$ cat config.mk
export PLATFORM = sky130hd
export DESIGN_NAME = cmd_unlock_seq
export DESIGN_NICKNAME = d
export VERILOG_FILES = /design/src/rtl/ucs_pkg.sv /design/src/rtl/ucs_bus_decode.sv /design/src/rtl/ucs_unlock_seq.sv /design/src/rtl/ucs_cmd_reg.sv /design/src/rtl/ucs_mode_map.sv /design/src/rtl/cmd_unlock_seq.sv
export SDC_FILE = /design/constraint.sdc
export NUM_CORES = 1
export LEC_CHECK = 0
export BUFFER_PORTS_ARGS = -buffer_cell sky130_fd_sc_hd__clkbuf_2
export CORE_ASPECT_RATIO = 1.1
export CORE_MARGIN = 5
export CORE_UTILIZATION = 47
export CTS_BUF_LIST = sky130_fd_sc_hd__clkbuf_8 sky130_fd_sc_hd__clkbuf_16
export DETAILED_ROUTE_END_ITERATION = 8
export PLACE_DENSITY = 0.77
export SYNTH_ARGS = -nofsm -noshare
export SYNTH_HDL_FRONTEND = slang
export SYNTH_HIERARCHICAL = 1
export SYNTH_SLANG_ARGS = --single-unit
$ cat constraint.sdc
create_clock -name clk -period 2.75 [get_ports clk]
set_clock_uncertainty 0.05 [all_clocks]
set_input_delay 0.55 -clock clk [delete_from_list [all_inputs] [get_ports clk]]
set_output_delay 0.55 -clock clk [all_outputs]
set_load 0.02 [all_outputs]
$ cat src/rtl/ucs_pkg.sv
// Shared types and nibble decode tables for the unlock sequencer.
// Assumes the command register mode field is its upper nibble.
package ucs_pkg;

    typedef enum logic [1:0] {
        PORT_MASK = 2'd0,
        PORT_RIDX = 2'd1,
        PORT_WIDX = 2'd2,
        PORT_DATA = 2'd3
    } port_e;

    typedef enum logic [2:0] {
        DEPTH_8  = 3'd0,
        DEPTH_15 = 3'd1,
        DEPTH_16 = 3'd2,
        DEPTH_24 = 3'd3,
        DEPTH_32 = 3'd4
    } depth_e;

    typedef struct packed {
        logic mask_rd;
        logic mask_wr;
        logic other_acc;
    } bus_ev_t;

    // Pixel depth selected by the mode nibble.
    function automatic depth_e nib_to_depth(input logic [3:0] nib);
        case (nib)
            4'h2, 4'h3, 4'h8, 4'hA: return DEPTH_15;
            4'h5, 4'h6, 4'hC:       return DEPTH_16;
            4'h4, 4'h9, 4'hE:       return DEPTH_24;
            4'h7:                   return DEPTH_32;
            default:                return DEPTH_8;
        endcase
    endfunction

    // Clock divider in half units selected by the mode nibble.
    function automatic logic [2:0] nib_to_div(input logic [3:0] nib);
        case (nib)
            4'h1:                                   return 3'd1;
            4'h9:                                   return 3'd3;
            4'h2, 4'h6, 4'h7, 4'h8, 4'hA, 4'hC:     return 3'd4;
            4'h4, 4'hE:                             return 3'd6;
            default:                                return 3'd2;
        endcase
    endfunction

endpackage

$ cat src/rtl/ucs_bus_decode.sv
// Turns the port select and strobes into per-cycle access events.
// Assumes one access per cycle at most; if both strobes are high the read wins.
module ucs_bus_decode
    import ucs_pkg::*;
(
    input  logic [1:0] port_sel,
    input  logic       rd_stb,
    input  logic       wr_stb,
    output bus_ev_t    ev
);

    logic is_mask;
    logic wr_only;

    // Classify the current access.
    always_comb begin
        is_mask      = (port_sel == PORT_MASK);
        wr_only      = wr_stb & ~rd_stb;
        ev.mask_rd   = rd_stb & is_mask;
        ev.mask_wr   = wr_only & is_mask;
        ev.other_acc = (rd_stb | wr_only) & ~is_mask;
    end

endmodule

$ cat src/rtl/ucs_unlock_seq.sv
// Counts back-to-back mask-port reads and holds the sticky extended-access flag.
// Assumes UNLOCK_CNT >= 2; the count never holds a value above UNLOCK_CNT.
module ucs_unlock_seq
    import ucs_pkg::*;
#(
    parameter int          DATA_W     = 8,
    parameter int          UNLOCK_CNT = 4,
    parameter logic [7:0]  CLR_BYTE   = 8'hFF,
    localparam int         CW         = $clog2(UNLOCK_CNT + 1)
) (
    input  logic              clk,
    input  logic              rst_n,
    input  bus_ev_t           ev,
    input  logic [DATA_W-1:0] wr_data,
    output logic [CW-1:0]     cnt,
    output logic              ext_en,
    output logic              id_hit,
    output logic              cmd_hit,
    output logic              load_ok
);

    localparam logic [CW-1:0] CNT_ID  = CW'(UNLOCK_CNT - 1);
    localparam logic [CW-1:0] CNT_TOP = CW'(UNLOCK_CNT);

    logic is_clr;

    // Decode which step of the sequence this cycle completes.
    always_comb begin
        is_clr  = (wr_data == DATA_W'(CLR_BYTE));
        id_hit  = ev.mask_rd && (cnt == CNT_ID);
        cmd_hit = ev.mask_rd && (cnt == CNT_TOP);
        load_ok = ev.mask_wr && !is_clr && (cnt == CNT_TOP);
    end

    // Advance, restart or clear the sequence count.
    always_ff @(posedge clk) begin
        if (!rst_n) begin
            cnt <= '0;
        end else if (ev.mask_rd) begin
            cnt <= cmd_hit ? '0 : cnt + 1'b1;
        end else if ((ev.mask_wr && is_clr) || ev.other_acc) begin
            cnt <= '0;
        end
    end

    // Set the extended-access flag on the identification read; clear it on the clear byte.
    always_ff @(posedge clk) begin
        if (!rst_n) begin
            ext_en <= 1'b0;
        end else if (id_hit) begin
            ext_en <= 1'b1;
        end else if (ev.mask_wr && is_clr) begin
            ext_en <= 1'b0;
        end
    end

endmodule

$ cat src/rtl/ucs_cmd_reg.sv
// Holds the command register and registers the mask-port read data.
// Assumes the sequencer raises at most one of id_hit and cmd_hit per cycle.
module ucs_cmd_reg
    import ucs_pkg::*;
#(
    parameter int          DATA_W  = 8,
    parameter logic [7:0]  ID_BYTE = 8'h70
) (
    input  logic              clk,
    input  logic              rst_n,
    input  bus_ev_t           ev,
    input  logic              id_hit,
    input  logic              cmd_hit,
    input  logic              load_ok,
    input  logic [DATA_W-1:0] wr_data,
    input  logic [DATA_W-1:0] mask_in,
    output logic [DATA_W-1:0] cmd_q,
    output logic              rd_valid,
    output logic [DATA_W-1:0] rd_data
);

    logic [DATA_W-1:0] rd_mux;

    // Pick the byte a mask-port read returns.
    always_comb begin
        if (id_hit)       rd_mux = DATA_W'(ID_BYTE);
        else if (cmd_hit) rd_mux = cmd_q;
        else              rd_mux = mask_in;
    end

    // Load the command register on a permitted write.
    always_ff @(posedge clk) begin
        if (!rst_n)       cmd_q <= '0;
        else if (load_ok) cmd_q <= wr_data;
    end

    // Register read data and its one-cycle valid.
    always_ff @(posedge clk) begin
        if (!rst_n) begin
            rd_valid <= 1'b0;
            rd_data  <= '0;
        end else begin
            rd_valid <= ev.mask_rd;
            if (ev.mask_rd) rd_data <= rd_mux;
        end
    end

endmodule

$ cat src/rtl/ucs_mode_map.sv
// Decodes the command register mode nibble into pixel depth and clock divider.
// Purely combinational; assumes the mode field is the top nibble of the register.
module ucs_mode_map
    import ucs_pkg::*;
#(
    parameter int DATA_W = 8
) (
    input  logic [DATA_W-1:0] cmd_q,
    output logic [2:0]        depth_code,
    output logic [2:0]        div_half
);

    logic [3:0] nib;

    // Look up both mode outputs from the nibble.
    always_comb begin
        nib        = cmd_q[DATA_W-1 -: 4];
        depth_code = nib_to_depth(nib);
        div_half   = nib_to_div(nib);
    end

endmodule

$ cat src/rtl/cmd_unlock_seq.sv
// Top of the hidden command register unlock sequencer.
// Assumes one bus access per cycle, each strobe one cycle wide, on a synchronous bus.
module cmd_unlock_seq
    import ucs_pkg::*;
#(
    parameter int          DATA_W     = 8,
    parameter int          UNLOCK_CNT = 4,
    parameter logic [7:0]  ID_BYTE    = 8'h70,
    parameter logic [7:0]  CLR_BYTE   = 8'hFF
) (
    input  logic              clk,
    input  logic              rst_n,
    input  logic [1:0]        port_sel,
    input  logic              rd_stb,
    input  logic              wr_stb,
    input  logic [DATA_W-1:0] wr_data,
    input  logic [DATA_W-1:0] mask_in,
    output logic              rd_valid,
    output logic [DATA_W-1:0] rd_data,
    output logic              ext_en,
    output logic [DATA_W-1:0] cmd_q,
    output logic [2:0]        depth_code,
    output logic [2:0]        div_half
);

    localparam int CW = $clog2(UNLOCK_CNT + 1);

    bus_ev_t       ev;
    logic [CW-1:0] seq_cnt;
    logic          id_hit;
    logic          cmd_hit;
    logic          load_ok;

    ucs_bus_decode u_dec (
        .port_sel (port_sel),
        .rd_stb   (rd_stb),
        .wr_stb   (wr_stb),
        .ev       (ev)
    );

    ucs_unlock_seq #(
        .DATA_W     (DATA_W),
        .UNLOCK_CNT (UNLOCK_CNT),
        .CLR_BYTE   (CLR_BYTE)
    ) u_seq (
        .clk     (clk),
        .rst_n   (rst_n),
        .ev      (ev),
        .wr_data (wr_data),
        .cnt     (seq_cnt),
        .ext_en  (ext_en),
        .id_hit  (id_hit),
        .cmd_hit (cmd_hit),
        .load_ok (load_ok)
    );

    ucs_cmd_reg #(
        .DATA_W  (DATA_W),
        .ID_BYTE (ID_BYTE)
    ) u_cmd (
        .clk      (clk),
        .rst_n    (rst_n),
        .ev       (ev),
        .id_hit   (id_hit),
        .cmd_hit  (cmd_hit),
        .load_ok  (load_ok),
        .wr_data  (wr_data),
        .mask_in  (mask_in),
        .cmd_q    (cmd_q),
        .rd_valid (rd_valid),
        .rd_data  (rd_data)
    );

    ucs_mode_map #(
        .DATA_W (DATA_W)
    ) u_map (
        .cmd_q      (cmd_q),
        .depth_code (depth_code),
        .div_half   (div_half)
    );

endmodule

**Word-level counts from Yosys, hierarchy flattened**

Memory sizes are Yosys's and may differ from the RTL's. A register that Yosys moved wholly into a read port is not among the register bits.
Cells that the tools add are included.

- Register bits: 21
- Bits in read-only memories: 96
- Input bits: 22
- Output and inout bits: 24
- Logic and storage cells: 39
- Memories: 2

- Add/sub/neg operators: 1
- Equality and inequality tests: 3
- Mux-type cells: 11
- Bitwise logic cells: 7
- Reduce and logical (&&, ||, !) cells: 10

Memory list:

| name | depth | width | rd ports | clocked after Yosys merged registers in | wr ports | line | source |
|---|---|---|---|---|---|---|---|
| (no name shown) | 16 | 3 | 1 | 1 | 0 | ucs_pkg.sv:28 | `case (nib)` |
| (no name shown) | 16 | 3 | 1 | 1 | 0 | ucs_pkg.sv:39 | `case (nib)` |

Operator list:

| kind | count |
|---|---|
| 4-bit 2-to-1 mux | 4 |
| 8-bit 2-to-1 mux | 2 |
| 3-bit 2-to-1 mux | 3 |
| 8-bit equality test (second input constant) | 1 |
| 1-bit logical AND | 5 |
| 1-bit bitwise AND | 4 |
| 2-bit nonzero test | 2 |
| 3-bit by 1-bit adder with 3-bit output (second input constant) | 1 |
| 3-bit by 2-bit equality test with 1-bit output (second input constant) | 1 |
| 3-bit equality test (second input constant) | 1 |
| 2-bit logical NOT | 1 |
| 1-bit 2-to-1 mux | 2 |
| 1-bit inverter | 2 |
| 1-bit logical NOT | 1 |
| 1-bit logical OR | 1 |
| 1-bit bitwise OR | 1 |

**Depth between registers and ports, before layout**

Gate-level depths: netlist of the first run.

- Word-level depth: 7
- Mapped depth: 7

**Modules after synthesis**

The synthesis of the first run kept the hierarchy.

By module, submodules not included:

| module | instances | cells an instance | area each (sq um) | seq. area each (sq um) |
|---|---|---|---|---|
| ucs_cmd_reg | 1 | 59 | 684.4 | 340.3 |
| ucs_unlock_seq | 1 | 29 | 244.0 | 80.1 |
| ucs_mode_map | 1 | 26 | 225.2 | 0.0 |
| ucs_bus_decode | 1 | 3 | 32.5 | 0.0 |

**Worst setup path after synthesis of the first run**

No wires, ideal clock.

- Kind: flip-flop to output port
- From: register u_cmd/cmd_q[4] (netlist name)
- To: output div_half[1]
- Data arrival time: 1.636 ns
- Data required time: 2.150 ns
- Setup slack: 0.514 ns
- Cell stages (with the launch flop): 5
- Buffers on the path: 0
- Cell sequence: dfxtp_1 inv_1 ha_1 mux4_1 inv_1

RTL lines:

| element | line | source |
|---|---|---|
| to (decl) | cmd_unlock_seq.sv:23 | `output logic [2:0] div_half` |

==> results of run 1 <==
[sequential cells by signal (all words and copies together) (netlist names)]
signal / flops
u_cmd/rd_valid: 1
u_cmd/rd_data: 8
u_seq/cnt: 3
u_seq/ext_en: 1
u_cmd/cmd_q: 8
[worst max path at each step]
stage	start	to	slack [ns]	depth (start not counted)
5_1_grt	u_cmd/cmd_q[4]	div_half[1]	0.06	5
3_3_place_gp	u_cmd/cmd_q[4]	div_half[1]	0.55	5
4_1_cts	u_cmd/cmd_q[4]	div_half[1]	0.16	5
3_5_place_dp	u_cmd/cmd_q[4]	div_half[1]	0.44	5
2_1_floorplan	u_cmd/cmd_q[4]	div_half[1]	0.51	4
6_report	u_cmd/cmd_q[4]	div_half[1]	0.17	5
[cells in the final DEF, fill, tap and decap left out, types with 3 or more instances in the layout]
cell,n
nand2_1,3
inv_1,13
clkbuf_8,3
dfxtp_1,21
a21oi_1,6
o21ai_1,3
nor2b_1,10
clkbuf_2,45
o2bb2ai_1,5
mux2i_1,16
ha_1,10
nor2_1,5
[cells by family after synthesis]
logic type      count (synthesis)  synth area share [%]
buf+inv                        16                  6.33
mux                            20                  20.1
compound gates                 22                  13.0
simple gates                   28                  14.6
fa+ha+maj                      10                  10.5
flops                          21                  35.4
[through the flow]
stage                     hold slack [ns]  cells
after floorplan                     0.425    117
after global placement              0.396    192
after detailed placement            0.409    192
after CTS                           0.428    196
after global routing                0.451    196
final                               0.426    196
[report_power, final]
part           internal (mW)  switching [mW]
Clock                  0.101          0.0979
Sequential             0.310         0.00326
Combinational         0.0273          0.0300
[worst max-delay path, delay by kind of cell (launching register included)]
| kind | cells | cell delay, ns |
|---|---|---|
| buf+inv | 3 | 0.40 |
| flops | 1 | 0.53 |
| fa+ha+maj | 1 | 0.31 |
| mux | 1 | 0.49 |
[layout make-up]
type                       count  area [µm²]  area share [%]
clock buffer                   3        41.3            2.78
clock inverter                 1        5.00           0.337
inverter                      13        48.8            3.29
multi-input combinational     80         691            46.5
sequential                    21         420            28.3
tap                           31        38.8            2.61
timing repair buffer          47         240            16.2
[cell usage after synthesis (all sizes together)]
library cell and count:
o22ai 1, a211oi 1, o21ai 4, nor4b 1, nor3b 1, a21oi 6, nand3b 1, nand3 1
and3 1, and2b 1, inv 13, mux4 2, o22a 1, nor2b 11, nor2 5, ha 10
o311a 1, mux2 2, and2 1, buf 3, mux2i 16, a22o 2, nand2 3, a31oi 1
dfxtp 21, o2bb2ai 5, nand4 2
[layer usage]
layer / wire [µm] / vias up / share of wire [%]
met4: 29 / 0 / 1.1
li1: - / 510 / -
met1: 1080 / 482 / 40
met2: 1460 / 20 / 54
met5: 0 / - / 0
met3: 125 / 4 / 4.6
==> flow_summary.yaml, run 1 <==
worst_setup_path:
  cp_cell_sequence: "inv_1 > ha_1 > mux4_1 > inv_1 > clkbuf_2"
  rr_startpoint: "u_seq/cnt[0]"
  crit_top_cell: "inv_1"
  crit_path_max_incr_delay_ns: 0.53
  crit_path_end_kind: "output port"
  reg2reg_depth: 5
  crit_slowest_cell: "dfxtp_1"
  crit_required_ns: 2.15
  startpoint_type: "flop"
  cp_max_fo: 10
  r2r_slack_ns: 1.17
  crit_type: "flop to output port"
  r2r_end: "u_cmd/rd_data[5]"
  cp_data_arrival_time_ns: 1.98
clock_tree:
  cts_root_buffer: "clkbuf_8"
  hold_buffers: 0
  tritoncts: "done"
  post_cts_resized: 0
  htreeDepth: 1
  post_cts_buffers: 0
  clock_latency_ns: 0.26
  cts.sinks: 21
  cts_buffers: 3
  clkTransAtPathRegs_ns: 0.08
  cts_buffer_depth: 2
power_and_ir_drop:
  ir_drop_uv: 311
  finalPower_mw: 0.569
  powerDensity_mw_per_mm2: 383
  p_leak_nw: 0.664
global_route:
  grtUsageTotal_pct: 15.2
  grt_pass1_vias: 1093
  use_met3_pct: 3.10
  grt-ovfl-total: 0
  grt_pass1_wl_um: 4480
  grt_util_met2_pct: 28.0
  grt_busiest_layer: "met2"
  antenna_found_initial: 0
  grt_max_degree: 18
  use_met1_pct: 16.2
timing:
  final.setup.tns_ns: 0
  setup_violations: 0
  setup_ws_ns: 0.166
  slew-limit-headroom_pct: 66.4
  hold_viol_final: 0
  fin_crit_ns: 2.58
  rsz0062_at_grt: "no"
  finalMaxSlewViolations: 0
  tightest_slew_ns: 0.504
  max_freq_ghz: 0.387
  fin_crit_sh_pct: 94.0
cells_and_area:
  area_growth_pct: 25.2
  nNetsFinal: 198
  final_cell_area_mm2: 0.00149
  diodes: 0
  utilization_pct: 60.1
  drive_gt1_share_pct: 35.8
  n_fill_cell: 236
yosys:
  netlist_area_mm2: 0.00119
  yosys.cell_types.count: 31
  synth_seq_cells: 21
  synth_top_area_cell: "dfxtp_1"
  synth.avg_cell_area_um2: 10.1
  ys_seq_area_share_pct: 35.4
  synth_warnings: 6
  synth_fp_nets: 149
  synth_cells: 117
  synth.top_cell.area_share_pct: 35.4
  synthTopCellsByArea: "dfxtp_1, mux2i_1, ha_1, nor2b_1, mux4_1"
detailed_routing:
  wl_per_cell_um: 13.7
  via_count: 1016
  drt_pass1_iterations: 2
  drtAntennaViolNets: 0
  drc: 0
  initialDrtViolationCount: 33
  wl_um: 2690
  via_per_inst: 5.18
floorplanning:
  dieArea_mm2: 0.00363
  core_mm2: 0.00247
  pin_count: 46
  die_w_um: 57.9
  start_util_pct: 48.0
  rows: 19
  die_y_um: 62.7
worst_hold_path:
  hp-class: "flop to flop"
  holdPathEnd: "u_cmd/rd_data[2]"
  holdPathStages: 1
  hp-start: "u_cmd/rd_data[2]"
placed_design:
  post_dp_cell_area_mm2: 0.00144
  place_ws_ns: 0.443
  port_buffers: 45
  place_hpwl_um: 2150
  place_congestion: 0.851
status:
  outcome: "complete, no violations"
flow_run:
  maxCapViolations: 0
(Power assumes the default switching activity.)
==> run 2, diff against run 1 <==
CORE_UTILIZATION = 50   (was 47)
PLACE_DENSITY = 0.82   (was 0.77)
clock period = 3.1 ns   (was 2.75 ns; I/O delays follow)
==> run 2 against run 1 <==
Effect of this change:
- critical path depth is the same
- cell count fell by 0.51%
- utilization grew 5.8 points
- sequential power decreased by 11%
- non-clock buffer count unchanged
- die area decreased by 5.0%
- cell area is essentially flat
==> flow_summary.yaml, run 2 (synthesized netlist as in run 1, its figures left out) <==
status:
  outcome: "complete, no violations"
detailed_routing:
  drt_pass1_iterations: 4
  drtAntennaViolNets: 0
  wl_um: 2590
  initialDrtViolationCount: 13
  via_per_inst: 5.14
  wl_per_cell_um: 13.3
  drc: 0
  via_count: 1002
timing:
  hold_viol_final: 0
  fin_crit_ns: 2.63
  tightest_slew_ns: 0.509
  max_freq_ghz: 0.380
  rsz0062_at_grt: "no"
  final.setup.tns_ns: 0
  finalMaxSlewViolations: 0
  fin_crit_sh_pct: 84.8
  slew-limit-headroom_pct: 66.0
  setup_violations: 0
  fin_hold_ws_ns: 0.421
worst_setup_path:
  crit_family: "flip-flops"
  cp_cell_sequence: "inv_1 > ha_1 > mux4_1 > inv_1 > clkbuf_2"
  crit_required_ns: 2.43
  crit_slowest_cell: "dfxtp_1"
  cp_data_arrival_time_ns: 1.96
  startpoint_type: "flop"
  crit_type: "flop to output port"
  crit_top_cell: "inv_1"
  crit_path_max_incr_delay_ns: 0.52
  cp_max_fo: 10
  startpoint: "u_cmd/cmd_q[4]"
  worst-path-buf-inv: 3
  rr_startpoint: "u_seq/cnt[0]"
  crit_path_end_kind: "output port"
clock_tree:
  cts_buffers: 3
  cts_root_buffer: "clkbuf_8"
  hold_buffers: 0
  post_cts_buffers: 0
  clkTransAtPathRegs_ns: 0.07
  clock_latency_ns: 0.26
  post_cts_resized: 0
  tritoncts: "done"
  cts.sinks: 21
  cts_buffer_depth: 2
  htreeDepth: 1
worst_hold_path:
  hp-class: "flop to flop"
  hp-start: "u_cmd/rd_data[0]"
global_route:
  antenna_found_initial: 0
  grt-ovfl-total: 0
  grt_pass1_vias: 988
  grt_pass1_wl_um: 4160
  grtUsageTotal_pct: 15.6
  grt_max_degree: 18
flow_run:
  maxCapViolations: 0
floorplanning:
  core_mm2: 0.00225
  die_w_um: 56.4
  start_util_pct: 52.7
  die_y_um: 61.1
  dieArea_mm2: 0.00345
  rows: 18
  pin_count: 46
cells_and_area:
  diodes: 0
  drive_gt1_share_pct: 35.8
  nNetsFinal: 198
  final_cell_mix: "clkbuf_2, dfxtp_1, mux2i_1"
  final_common_cell: "clkbuf_2"
  top_regs: "u_cmd/cmd_q: 8 flops, u_cmd/rd_data: 8 flops, u_seq/cnt: 3 flops"
  final_cell_area_mm2: 0.00148
  utilization_pct: 65.9
  area_growth_pct: 25.1
placed_design:
  place_congestion: 0.797
  place_hpwl_um: 2120
  port_buffers: 45
  post_dp_cell_area_mm2: 0.00144
power_and_ir_drop:
  powerDensity_mw_per_mm2: 340
  p_leak_nw: 0.664
  ir_drop_uv: 389
run 2: cell counts in the layout (fill, tap and decap cells not counted):
Identical to the previous run, type by type.
run 2: worst paths after layout:
kind,to,slack (ns),cells past startpoint
hold / removal,u_cmd/rd_data[0],0.42,1
setup / recovery,div_half[1],0.47,5
setup reg to reg,u_cmd/rd_data[7],1.53,5
hold reg to reg,u_cmd/rd_data[0],0.42,1
run 2: per-layer routing:
layer / track usage, % / routed length (µm)
met5: 0 / 0
met2: 31.0 / 1370
met4: 10.2 / 70
met3: 2.73 / 124
met1: 15.0 / 1020
run 2: power by group:
group	switching (mW)	total [mW]	internal [mW]	leakage (nW)
clock	0.0862	0.176	0.0895	0.0255
combinational	0.0266	0.0507	0.0242	0.468
sequential	0.00294	0.278	0.275	0.170
run 2: layout make-up:
type                       count  area, µm²
tap                           30       37.5
multi-input combinational     80        691
inverter                      13       48.8
sequential                    21        420
clock buffer                   3       41.3
clock inverter                 1       5.00
fill                         203        768
timing repair buffer          47        240
run 2: through the flow:
stage               setup WS (ns)  total power [mW]  cells
finish                      0.472             0.504    195
global route                0.336             0.527    195
CTS                         0.457             0.512    195
detailed placement          0.764             0.335    191
global placement            0.834             0.333    191
floorplan                   0.794             0.309    117
